## config.mk

```make
export PLATFORM = sky130hd
export DESIGN_NAME = ordered_dither
export DESIGN_NICKNAME = d
export VERILOG_FILES = /design/src/rtl/dith_pkg.sv /design/src/rtl/dith_regs.sv /design/src/rtl/dith_pos.sv /design/src/rtl/dith_lane.sv /design/src/rtl/ordered_dither.sv
export SDC_FILE = /design/constraint.sdc
export NUM_CORES = 1
export LEC_CHECK = 0
export BUFFER_PORTS_ARGS = -buffer_cell sky130_fd_sc_hd__buf_2
export CAP_MARGIN = 5
export CORE_UTILIZATION = 32
export CTS_CLUSTER_DIAMETER = 80
export DETAILED_ROUTE_END_ITERATION = 6
export GPL_TIMING_DRIVEN = 0
export PLACE_DENSITY = 0.51
export SYNTH_ARGS = -nofsm -noshare
export SYNTH_HDL_FRONTEND = slang
export SYNTH_HIERARCHICAL = 1
export SYNTH_SLANG_ARGS = --single-unit
```

## constraint.sdc

```tcl
create_clock -name clk -period 5.1 [get_ports clk]
set_input_delay 1.02 -clock clk [delete_from_list [all_inputs] [get_ports clk]]
set_output_delay 1.02 -clock clk [all_outputs]
set_load 0.005 [all_outputs]
```

## src/rtl/dith_pkg.sv

```systemverilog
package dith_pkg;
  localparam int DI_NC = 4;   // components per pixel
  localparam int DI_CW = 8;   // bits per component
  localparam int DI_TW = 4;   // bits per threshold entry
  localparam int DI_SB = 2;   // log2 of matrix side
  localparam int DI_ME = (1 << DI_SB) * (1 << DI_SB);

  typedef struct packed {
    logic                           en;
    logic                           tmp;
    logic [DI_NC-1:0][1:0]          code;
    logic [DI_ME-1:0][DI_TW-1:0]    mat;
  } dcfg_t;

  function automatic dcfg_t dcfg_reset();
    dcfg_t c;
    c.en   = 1'b0;
    c.tmp  = 1'b0;
    c.code = '0;
    c.mat[0]  = 4'd15; c.mat[1]  = 4'd7;  c.mat[2]  = 4'd13; c.mat[3]  = 4'd5;
    c.mat[4]  = 4'd3;  c.mat[5]  = 4'd11; c.mat[6]  = 4'd1;  c.mat[7]  = 4'd9;
    c.mat[8]  = 4'd12; c.mat[9]  = 4'd4;  c.mat[10] = 4'd14; c.mat[11] = 4'd6;
    c.mat[12] = 4'd0;  c.mat[13] = 4'd8;  c.mat[14] = 4'd2;  c.mat[15] = 4'd10;
    return c;
  endfunction
endpackage

```

## src/rtl/dith_regs.sv

```systemverilog
module dith_regs
  import dith_pkg::*;
#(
  parameter int AW = 5,
  parameter int DW = 32
) (
  input  logic          clk,
  input  logic          rst_n,
  input  logic          wr_en,
  input  logic [AW-1:0] wr_addr,
  input  logic [DW-1:0] wr_data,
  input  logic          take,
  output dcfg_t         eff,
  output dcfg_t         act
);
  localparam int EPW    = 4;              // entries per matrix word
  localparam int NWORDS = DI_ME / EPW;
  localparam int WIX    = AW - 2;

  dcfg_t pend;
  logic [WIX-1:0] widx;
  logic unused_bits;

  assign widx        = wr_addr[AW-1:2];
  assign unused_bits = ^{wr_addr[1:0], wr_data[DW-1:EPW*DI_TW]};

  always_ff @(posedge clk) begin
    if (!rst_n) begin
      pend <= dcfg_reset();
    end else if (wr_en) begin
      if (widx == WIX'(0)) pend.en <= wr_data[0];
      if (widx == WIX'(1)) begin
        pend.code <= wr_data[2*DI_NC-1:0];
        pend.tmp  <= wr_data[2*DI_NC];
      end
      for (int w = 0; w < NWORDS; w++) begin
        if (widx == WIX'(w + 2)) begin
          for (int j = 0; j < EPW; j++)
            pend.mat[w*EPW+j] <= wr_data[j*DI_TW +: DI_TW];
        end
      end
    end
  end

  always_ff @(posedge clk) begin
    if (!rst_n)              act <= dcfg_reset();
    else if (!act.en || take) act <= pend;
  end

  assign eff = (!act.en || take) ? pend : act;
endmodule

```

## src/rtl/dith_pos.sv

```systemverilog
module dith_pos #(
  parameter int SB = 2
) (
  input  logic            clk,
  input  logic            rst_n,
  input  logic            acc,
  input  logic            sof,
  input  logic            eol,
  input  logic            tmp,
  output logic [2*SB-1:0] idx,
  output logic [SB-1:0]   frm_q,
  output logic [SB-1:0]   col_q
);
  logic [SB-1:0] row_q, r, c, f, ri, ci;

  always_comb begin
    r  = sof ? '0 : row_q;
    c  = sof ? '0 : col_q;
    f  = sof ? frm_q + SB'(1) : frm_q;
    ri = tmp ? r + f : r;
    ci = tmp ? c + f : c;
  end

  assign idx = {ri, ci};

  always_ff @(posedge clk) begin
    if (!rst_n) begin
      row_q <= '0;
      col_q <= '0;
      frm_q <= '0;
    end else if (acc) begin
      frm_q <= f;
      if (eol) begin
        col_q <= '0;
        row_q <= r + SB'(1);
      end else begin
        col_q <= c + SB'(1);
        row_q <= r;
      end
    end
  end
endmodule

```

## src/rtl/dith_lane.sv

```systemverilog
module dith_lane #(
  parameter int CW = 8,
  parameter int TW = 4
) (
  input  logic [CW-1:0] x,
  input  logic [TW-1:0] t,
  input  logic [1:0]    code,
  input  logic          en,
  output logic [CW-1:0] y
);
  logic [CW:0]   sum;
  logic [CW-1:0] sat;

  always_comb begin
    sum = '0;
    sat = '0;
    y   = x;
    if (en) begin
      case (code)
        2'd0: begin
          sum = {1'b0, x} + {{(CW+1-TW){1'b0}}, t >> (TW-2)};
          sat = sum[CW] ? {CW{1'b1}} : sum[CW-1:0];
          y   = sat >> 2;
        end
        2'd1: begin
          sum = {1'b0, x} + {{(CW+1-TW){1'b0}}, t >> (TW-1)};
          sat = sum[CW] ? {CW{1'b1}} : sum[CW-1:0];
          y   = sat >> 1;
        end
        default: y = x;
      endcase
    end
  end
endmodule

```

## src/rtl/ordered_dither.sv

```systemverilog
module ordered_dither
  import dith_pkg::*;
#(
  parameter int AW = 5,
  parameter int DW = 32,
  parameter int PW = DI_NC * DI_CW
) (
  input  logic          clk,
  input  logic          rst_n,
  input  logic          cfg_we,
  input  logic [AW-1:0] cfg_addr,
  input  logic [DW-1:0] cfg_wdata,
  input  logic          s_valid,
  output logic          s_ready,
  input  logic          s_sof,
  input  logic          s_eol,
  input  logic [PW-1:0] s_data,
  output logic          m_valid,
  input  logic          m_ready,
  output logic          m_sof,
  output logic          m_eol,
  output logic [PW-1:0] m_data
);
  localparam int IW = 2 * DI_SB;

  logic    adv, acc, take;
  dcfg_t   eff_cfg, act_cfg;
  logic [IW-1:0]    idx;
  logic [DI_SB-1:0] frm_q, col_q;

  logic                  v1, sof1, eol1, en1;
  logic [PW-1:0]         x1;
  logic [DI_TW-1:0]      t1;
  logic [DI_NC-1:0][1:0] code1;
  logic [PW-1:0]         y;

  assign adv     = !m_valid || m_ready;
  assign s_ready = adv;
  assign acc     = s_valid && adv;
  assign take    = acc && s_sof;

  dith_regs #(.AW(AW), .DW(DW)) u_regs (
    .clk(clk), .rst_n(rst_n), .wr_en(cfg_we), .wr_addr(cfg_addr),
    .wr_data(cfg_wdata), .take(take), .eff(eff_cfg), .act(act_cfg)
  );

  dith_pos #(.SB(DI_SB)) u_pos (
    .clk(clk), .rst_n(rst_n), .acc(acc), .sof(s_sof), .eol(s_eol),
    .tmp(eff_cfg.tmp), .idx(idx), .frm_q(frm_q), .col_q(col_q)
  );

  always_ff @(posedge clk) begin
    if (!rst_n) begin
      v1 <= 1'b0; sof1 <= 1'b0; eol1 <= 1'b0; en1 <= 1'b0;
      x1 <= '0; t1 <= '0; code1 <= '0;
    end else if (adv) begin
      v1    <= s_valid;
      sof1  <= s_sof;
      eol1  <= s_eol;
      x1    <= s_data;
      en1   <= eff_cfg.en;
      code1 <= eff_cfg.code;
      t1    <= eff_cfg.mat[idx];
    end
  end

  for (genvar k = 0; k < DI_NC; k++) begin : g_lane
    dith_lane #(.CW(DI_CW), .TW(DI_TW)) u_lane (
      .x(x1[k*DI_CW +: DI_CW]), .t(t1), .code(code1[k]), .en(en1),
      .y(y[k*DI_CW +: DI_CW])
    );
  end

  always_ff @(posedge clk) begin
    if (!rst_n) begin
      m_valid <= 1'b0; m_sof <= 1'b0; m_eol <= 1'b0; m_data <= '0;
    end else if (adv) begin
      m_valid <= v1;
      m_sof   <= sof1;
      m_eol   <= eol1;
      m_data  <= y;
    end
  end
endmodule

```

# == After elaboration in Yosys (flattened, before gate mapping) ==
# Index checks and enable logic that the tools add are counted.
# totals
word_cells,127
reg_bits,237
in_bits,76
# classes
reduce_logical,17
mux,26
order_cmp,1
addsub,13
n_eq_ne,9
# ops
operator,count
$mux 8,12
$mux 74,1
$pmux 8 s2,4
$add 8x1->9,4
$add 8x2->9,4
$bmux 4 s4,1
$mux 2,7
$reduce_and 2->1,6
$eq 2x1->1 const B,4
$logic_not 2->1,4
$add 2x1->2 const B,3
$eq 3x2->1 const B,2
$eq 3x3->1 const B,2
$lt 4x5->1 const B,1
$add 2x2->2,2
$mux 4,1
$eq 3x1->1 const B,1
$logic_not 3->1,1
$logic_and 1x1->1,2
$logic_not 1->1,2
$logic_or 1x1->1,2

# == Logic depth before layout (Yosys ltp) ==
# Gate-level depths: netlist of the first run.
# depth
depth_word,9
mapped_depth,17
ltp_nobuf,11

# == Hierarchy ==
# The synthesis of the first run kept the hierarchy.
# by_module_without_submodules
module,seq_area_each_um2,area_per_inst_um2,cells_per_inst,n_inst
dith_regs,2962.8,5666.7,540,1
ordered_dither,1661.6,3463.3,427,1
dith_lane,0.0,540.5,80,4
dith_pos,120.1,500.5,57,1

# == Worst setup path before layout of the first run ==
# OpenSTA, ideal clock, no wires.
# synth_path
path_kind,input port to flip-flop
startpoint,in m_ready
endpoint,reg t1[3]
setup_time_ns,0.120
cell_stages,16
path_buffers,5
t_required_ns,4.980
t_arrival_ns,3.467
setup_slack_ns,1.513
path_cell_list,nor2b_4 > inv_2 > buf_2 > and3_1 > nor2b_4 > buf_6 > buf_6 > mux2_4 > buf_6 > a211o_2 > nand3_1 > nor2b_1 > clkbuf_1 > a22oi_1 > nand3_1 > nand3_1
# synth_lines
item,line_no,source
start: declaration,ordered_dither.sv:19,"input logic m_ready,"
end signal: assignment,ordered_dither.sv:63,t1 <= eff_cfg.mat[idx];
end: declaration,ordered_dither.sv:33,logic [DI_TW-1:0] t1;

==> metrics.md, run 1 <==
| Metric | Value |
|---|---|
| Via-to-Cell Ratio | `4.97` |
| CTS tree | `done` |
| Final HPWL DP | `19.1 mm` |
| Die area | `0.0294 mm²` |
| Die H | `171 µm` |
| Switch share | `29.7%` |
| Setup crit start kind | `input port` |
| Final Hold Vio Count | `0` |
| WHS | `0.450 ns` |
| Core Area | `0.0280 mm²` |
| Die Wd | `171 µm` |
| CP arrival | `3.98 ns` |
| Pleak | `4.26 nW` |
| Fin Setup TNS | `0 ns` |
| Synth Instances | `1101` |
| Combinational Power Share | `11.8%` |
| Peak supply drop | `0.217 mV` |
| 1st-pass router iterations | `6` |
| Total gr overflow | `0` |
| Share of layout cells above drive strength 1 | `24.1%` |
| YS warnings | `6` |
| Initial Util | `32.8%` |
| Clk buf depth | `2` |
| Share of power burned in registers | `45.1%` |
| MaxCap Viol Count | `0` |
| Root Driver | `clkbuf_16` |
| Normalized max-slew margin | `57.1%` |
| Worst path cell trace | `buf_2 > nor2b_4 > inv_2 > buf_2 > and3_1 > nor2b_4 > buf_6 > buf_6 > mux2_4 > buf_6 > o21ai_0 > buf_6 > buf_6 > mux2i_1 > nand2_1 > nand4_1 > nand3_1` |
| Critical path class | `input port to flop` |
| Max-slew violation count | `0` |
| Worst-Skew Late Latency | `0.45 ns` |
| Ports | `112` |
| CTS resizes | `0` |
| Fin Clk Skew | `0.0192 ns` |
| Residual DRC | `0` |
| Dpl cells | `1569` |
| Total CTS buffers | `17` |
| Psw | `0.943 mW` |
| Post-CTS Repair Setup Buffers | `0` |
| Fin nets | `1296` |
| Clk pwr share | `43.2%` |
| Hold Crit Class | `flop to flop` |
| Post-layout util | `38.4%` |
| Power Internal | `2.23 mW` |
| Critical Path Max Stage Delay | `0.32 ns` |
| I/O Buffers | `90` |
| Outcome | `completed` |
| First-pass GRT wire length | `40.4 mm` |
| FP Rows | `61` |
| Min Tclk post-route | `3.65 ns` |
| Routed Antenna Nets | `0` |
| Avg Inst Size Synth | `8.34 µm²` |
| Clk sinks | `171` |
| Final worst-path cycle share | `71.6%` |
| Least-Margin Pin Slew | `0.640 ns` |
| Total global-route track usage | `17.8%` |
| Critical path capture point type | `flop` |
| GP Congestion | `0.894` |
| Peak Freq | `274 MHz` |
| Routed WL | `25.7 mm` |
| Number of H-tree levels | `4` |
| Vias in the first global route | `7250` |
| Largest net degree at the start of global routing | `22` |
| Initial DRC count | `493` |
| Hold-fix buffers, CTS | `0` |
| # setup viols final | `0` |
| Final cell count without fillers | `1601` |
| CP dominant cell by count | `buf_6` |
| Critical-path top delay cell | `mux2i_1` |
| Clk pin slew, worst setup/hold paths | `0.08 ns` |
| Via count | `7964` |
| Layout area overhead | `17.0%` |
| Syn nets | `1187` |
| CP required | `5.43 ns` |
| Power density over the cells | `295 mW/mm²` |
| Ant diodes | `0` |
| Initial antenna violation count | `0` |
| RSZ-0062 raised after global routing | `no` |
| R2R setup slack | `1.72 ns` |
| Post-Syn Area | `0.00918 mm²` |
| Max Fanout on Critical Path | `10` |
| Wirelength per Cell | `16.1 µm` |
-- per-layer routing --
| layer | share of wire [%] | GRT usage (%) | vias to the layer above |
|---|---|---|---|
| li1 | - | - | 4045 |
| met1 | 49 | 24.2 | 3728 |
| met2 | 46 | 28.6 | 171 |
| met3 | 3.5 | 3.08 | 20 |
| met4 | 1.4 | 5.16 | 0 |
| met5 | 0 | 0 | - |
-- critical path: cells and delay by family --
family / cells / cell delay, ns
buffers and inverters: 8 / 1.24
multiplexers: 2 / 0.63
AO/OA/AOI/OAI: 1 / 0.21
AND/OR/NAND/NOR: 6 / 0.84
-- final cells by class --
| class | instances | area (µm²) |
|---|---|---|
| repair buffers | 90 | 450 |
| multi-input cells | 811 | 4960 |
| flip-flops and latches | 171 | 3420 |
| fillers | 3002 | 17300 |
| well taps | 378 | 473 |
| plain buffers | 111 | 773 |
| clock inverters | 15 | 211 |
| clock buffers | 17 | 425 |
| inverters | 8 | 30.0 |
-- through the flow --
stage	setup WS [ns]	area (µm²)	power [mW]
6_report	1.45	10700	3.17
5_1_grt	1.32	10700	3.31
4_1_cts	1.47	10700	3.21
3_5_place_dp	1.02	10100	1.84
3_3_place_gp	0.974	10100	1.83
2_1_floorplan	1.67	9180	1.70
-- registers in the layout (all words and copies together), names as in the netlist, 2 cells and up --
| name | count |
|---|---|
| u_pos/col_q | 2 |
| u_pos/row_q | 2 |
| x1 | 32 |
| code1 | 8 |
| u_pos/frm_q | 2 |
| u_regs/act | 42 |
| m_data | 32 |
| t1 | 2 |
| u_regs/pend | 42 |
-- placed cells by master, fill, tap and decap left out, types with 5 or more instances in the layout --
master	instances
a31oi_1	16
nand4_1	10
nor2b_1	9
o21ai_0	50
dfxtp_1	171
clkbuf_16	17
buf_4	17
clkinv_8	8
ha_1	10
a31o_2	8
a211oi_1	8
or2_2	8
o21a_1	5
nor2_1	34
mux2_4	27
buf_6	27
a21oi_1	107
buf_1	6
a211o_1	12
nor3_1	10
nor3b_1	8
buf_2	113
mux2_2	19
and2_1	41
clkbuf_2	9
clkbuf_1	24
inv_1	6
nand3_1	74
mux2i_1	22
or2_1	9
a22oi_1	7
a311oi_1	8
nor4_1	12
nand2_1	229
-- worst paths after layout --
path / from / endpoint / depth (start not counted)
min reg2reg: m_data[21]$_SDFFE_PN0P_ / m_data[21]$_SDFFE_PN0P_ / 2
min: m_data[21]$_SDFFE_PN0P_ / m_data[21]$_SDFFE_PN0P_ / 2
max reg2reg: m_valid$_SDFFE_PN0P_ / t1[2]$_SDFFE_PN0P_ / 16
max: m_ready / t1[2]$_SDFFE_PN0P_ / 17
-- power by group through the flow --
stage,clock network [mW],registers (mW),logic [mW]
floorplan,0,1.45,0.254
global placement,0,1.46,0.371
detailed placement,0,1.46,0.372
CTS,1.41,1.43,0.374
global route,1.46,1.44,0.414
finish,1.37,1.43,0.373
(Power assumes the default switching activity.)
==> run 2, diff against run 1 <==
--- a/config.mk
+++ b/config.mk
@@ -11,7 +11,7 @@
 export CTS_CLUSTER_DIAMETER = 80
 export DETAILED_ROUTE_END_ITERATION = 6
 export GPL_TIMING_DRIVEN = 0
-export PLACE_DENSITY = 0.51
+export PLACE_DENSITY = 0.53
 export SYNTH_ARGS = -nofsm -noshare
 export SYNTH_HDL_FRONTEND = slang
 export SYNTH_HIERARCHICAL = 1
==> constraint.sdc (replaced) <==
create_clock -name clk -period 3.1 [get_ports clk]
set_input_delay 0.62 -clock clk [delete_from_list [all_inputs] [get_ports clk]]
set_output_delay 0.62 -clock clk [all_outputs]
set_load 0.005 [all_outputs]
==> run 2 against run 1 <==
Via count rose by 0.46%. Global-route usage is 0.15 points lower. Utilization barely moved. Power increased by 63%. Sequential share of layout area barely moved. Register-to-register slack lost 1.6 ns. Wire length decreased by 1.8%. Final cell count stayed put. Cell area grew 0.11%. Clock power grew 61%. Critical path type is now flop to flop. Critical endpoint is now t1[3]$_SDFFE_PN0P_. Largest cell class unchanged.
==> metrics.md, run 2 (synthesis gave the netlist of run 1 again) <==
| Metric | Value |
|---|---|
| CP required | `3.42 ns (was 5.43 ns)` |
| Layout area overhead | `17.1% (was 17.0%)` |
| Post-layout util | `38.4% (about the same)` |
| Multi-input logic area | `0.00497 mm² (was 0.00496 mm²)` |
| Routed WL | `25.3 mm (was 25.7 mm)` |
| Area post-placement | `0.0101 mm² (unchanged)` |
| Min Tclk post-route | `2.94 ns` |
| Final worst-path cycle share | `94.9%` |
| Ant diodes | `0 (unchanged)` |
| Fillcell total | `2953 (was 3002)` |
| Final cell count without fillers | `1601 (unchanged)` |
| Total power | `5.18 mW (was 3.17 mW)` |
| Worst-Skew Late Latency | `0.44 ns (was 0.45 ns)` |
| Pleak | `4.28 nW (was 4.26 nW)` |
| CTS tree | `done (unchanged)` |
| Top flop regs | `u_regs/act: 42 flops, u_regs/pend: 42 flops (unchanged)` |
| Clk buf depth | `2 (unchanged)` |
| Share of layout cells above drive strength 1 | `24.6% (was 24.1%)` |
| Final Hold Vio Count | `0 (unchanged)` |
| Hold Crit Class | `input port to flop (was flop to flop)` |
| Total global-route track usage | `17.6% (was 17.8%)` |
| Root Driver | `clkbuf_16 (unchanged)` |
| CP arrival | `3.26 ns (was 3.98 ns)` |
| Die Wd | `171 µm (unchanged)` |
| Setup crit start kind | `flop (was input port)` |
| Commonest non-fill, non-tap cell in the layout | `nand2_1 (unchanged)` |
| GP Congestion | `0.897 (was 0.894)` |
| Wirelength per Cell | `15.8 µm (was 16.1 µm)` |
| # setup viols final | `0 (unchanged)` |
| Initial DRC count | `453 (was 493)` |
| Number of H-tree levels | `4 (unchanged)` |
| Vias in the first global route | `7312 (was 7250)` |
| RSZ-0062 raised after global routing | `no (unchanged)` |
| Initial Util | `32.8% (unchanged)` |
| First-pass GRT wire length | `40.0 mm (was 40.4 mm)` |
| Total CTS buffers | `17 (unchanged)` |
| Fin nets | `1296 (unchanged)` |
| Total gr overflow | `0 (unchanged)` |
| Most frequent cells in the layout | `229 x nand2_1, 170 x dfxtp_1, 112 x buf_2, 107 x a21oi_1, 73 x nand3_1 (was 229 x nand2_1, 171 x dfxtp_1, 113 x buf_2, 107 x a21oi_1, 74 x nand3_1)` |
| Routed Antenna Nets | `0 (unchanged)` |
| Critical path class | `flop to flop (was input port to flop)` |
| Peak supply drop | `0.360 mV (was 0.217 mV)` |
| Via-to-Cell Ratio | `5.00 (was 4.97)` |
| Largest net degree at the start of global routing | `21 (was 22)` |
| Peak Freq | `340 MHz` |
| Register area | `0.00342 mm² (about the same)` |
| Least-Margin Pin Slew | `0.623 ns (was 0.640 ns)` |
| Critical path capture point type | `flop (unchanged)` |
| Max Fanout on Critical Path | `18 (was 10)` |
| Via count | `8001 (was 7964)` |
| Clk sinks | `171 (unchanged)` |
| Ports | `112 (unchanged)` |
| Clk pin slew, worst setup/hold paths | `0.09 ns (was 0.08 ns)` |
| Outcome | `completed (unchanged)` |
| Power density over the cells | `481 mW/mm² (was 295 mW/mm²)` |
| I/O Buffers | `90 (unchanged)` |
| Post-route cell area | `0.0108 mm² (was 0.0107 mm²)` |
| Die H | `171 µm (unchanged)` |
| Residual DRC | `0 (unchanged)` |
| Fin Clk Skew | `0.0159 ns (was 0.0192 ns)` |
| Die area | `0.0294 mm² (unchanged)` |
| Max-slew violation count | `0 (unchanged)` |
| Dpl cells | `1569 (unchanged)` |
| Core Area | `0.0280 mm² (unchanged)` |
| WHS | `0.420 ns (was 0.450 ns)` |
| Initial antenna violation count | `0 (unchanged)` |
| FP Rows | `61 (unchanged)` |
| MaxCap Viol Count | `0 (unchanged)` |
| Normalized max-slew margin | `58.3% (was 57.1%)` |
| Final HPWL DP | `18.7 mm (was 19.1 mm)` |
| 1st-pass router iterations | `5 (was 6)` |
[run 2: worst paths after layout]
check	from	end	slack [ns]	depth (start not counted)
max	m_valid$_SDFFE_PN0P_	t1[3]$_SDFFE_PN0P_	0.16	15
min	cfg_wdata[7]	u_regs/pend[55]$_SDFFE_PN1P_	0.42	3
max reg2reg	m_valid$_SDFFE_PN0P_	t1[3]$_SDFFE_PN0P_	0.16	15
min reg2reg	m_data[10]$_SDFFE_PN0P_	m_data[10]$_SDFFE_PN0P_	0.45	2
[run 2: through the flow]
step,setup slack [ns],setup TNS [ns]
floorplan,0.0736,0
global placement,-0.596,-1.17
detailed placement,-0.592,-1.15
CTS,0.104,0
global route,0.00333,0
finish,0.157,0
[run 2: critical path, cell delays in order, from the launching register on]
cell	delay, ns
dfxtp_2	0.35
nor2b_4	0.22
inv_6	0.11
and3_1	0.23
nor2b_4	0.14
buf_6	0.16
buf_6	0.16
mux2_4	0.31
buf_6	0.14
o21ai_1	0.16
buf_6	0.16
buf_6	0.15
mux2i_2	0.25
a22oi_1	0.10
nand3_1	0.11
nand3_1	0.07
[run 2: power breakdown]
| part | internal [mW] | total, mW | switching [mW] |
|---|---|---|---|
| sequential | 2.28 | 2.35 | 0.0732 |
| clock | 1.10 | 2.21 | 1.11 |
| combinational | 0.272 | 0.614 | 0.342 |
[run 2: cell type report]
class	instances	area share (%)
well taps	378	4.40
clock buffers	17	3.96
inverters	8	0.326
multi-input cells	811	46.2
flip-flops and latches	171	31.8
clock inverters	15	1.83
plain buffers	110	7.16
repair buffers	91	4.26
[run 2: per-layer routing]
| layer | GRT usage, % | up-vias | wire length, µm |
|---|---|---|---|
| met4 | 4.39 | 0 | 293 |
| met3 | 3.01 | 18 | 1100 |
| met5 | 0 | - | 0 |
| li1 | - | 4050 | - |
| met2 | 28.1 | 201 | 11600 |
| met1 | 24.5 | 3732 | 12300 |
[run 2: repair_timing]
item | 4_1_cts | 5_1_grt
setup endpoints to repair | 2 | 2
hold endpoints to repair | 0 | 0
hold buffers | 0 | 0
buffers inserted | 1 | 0
pin swaps | 0 | 0
resized for setup | 5 | 4
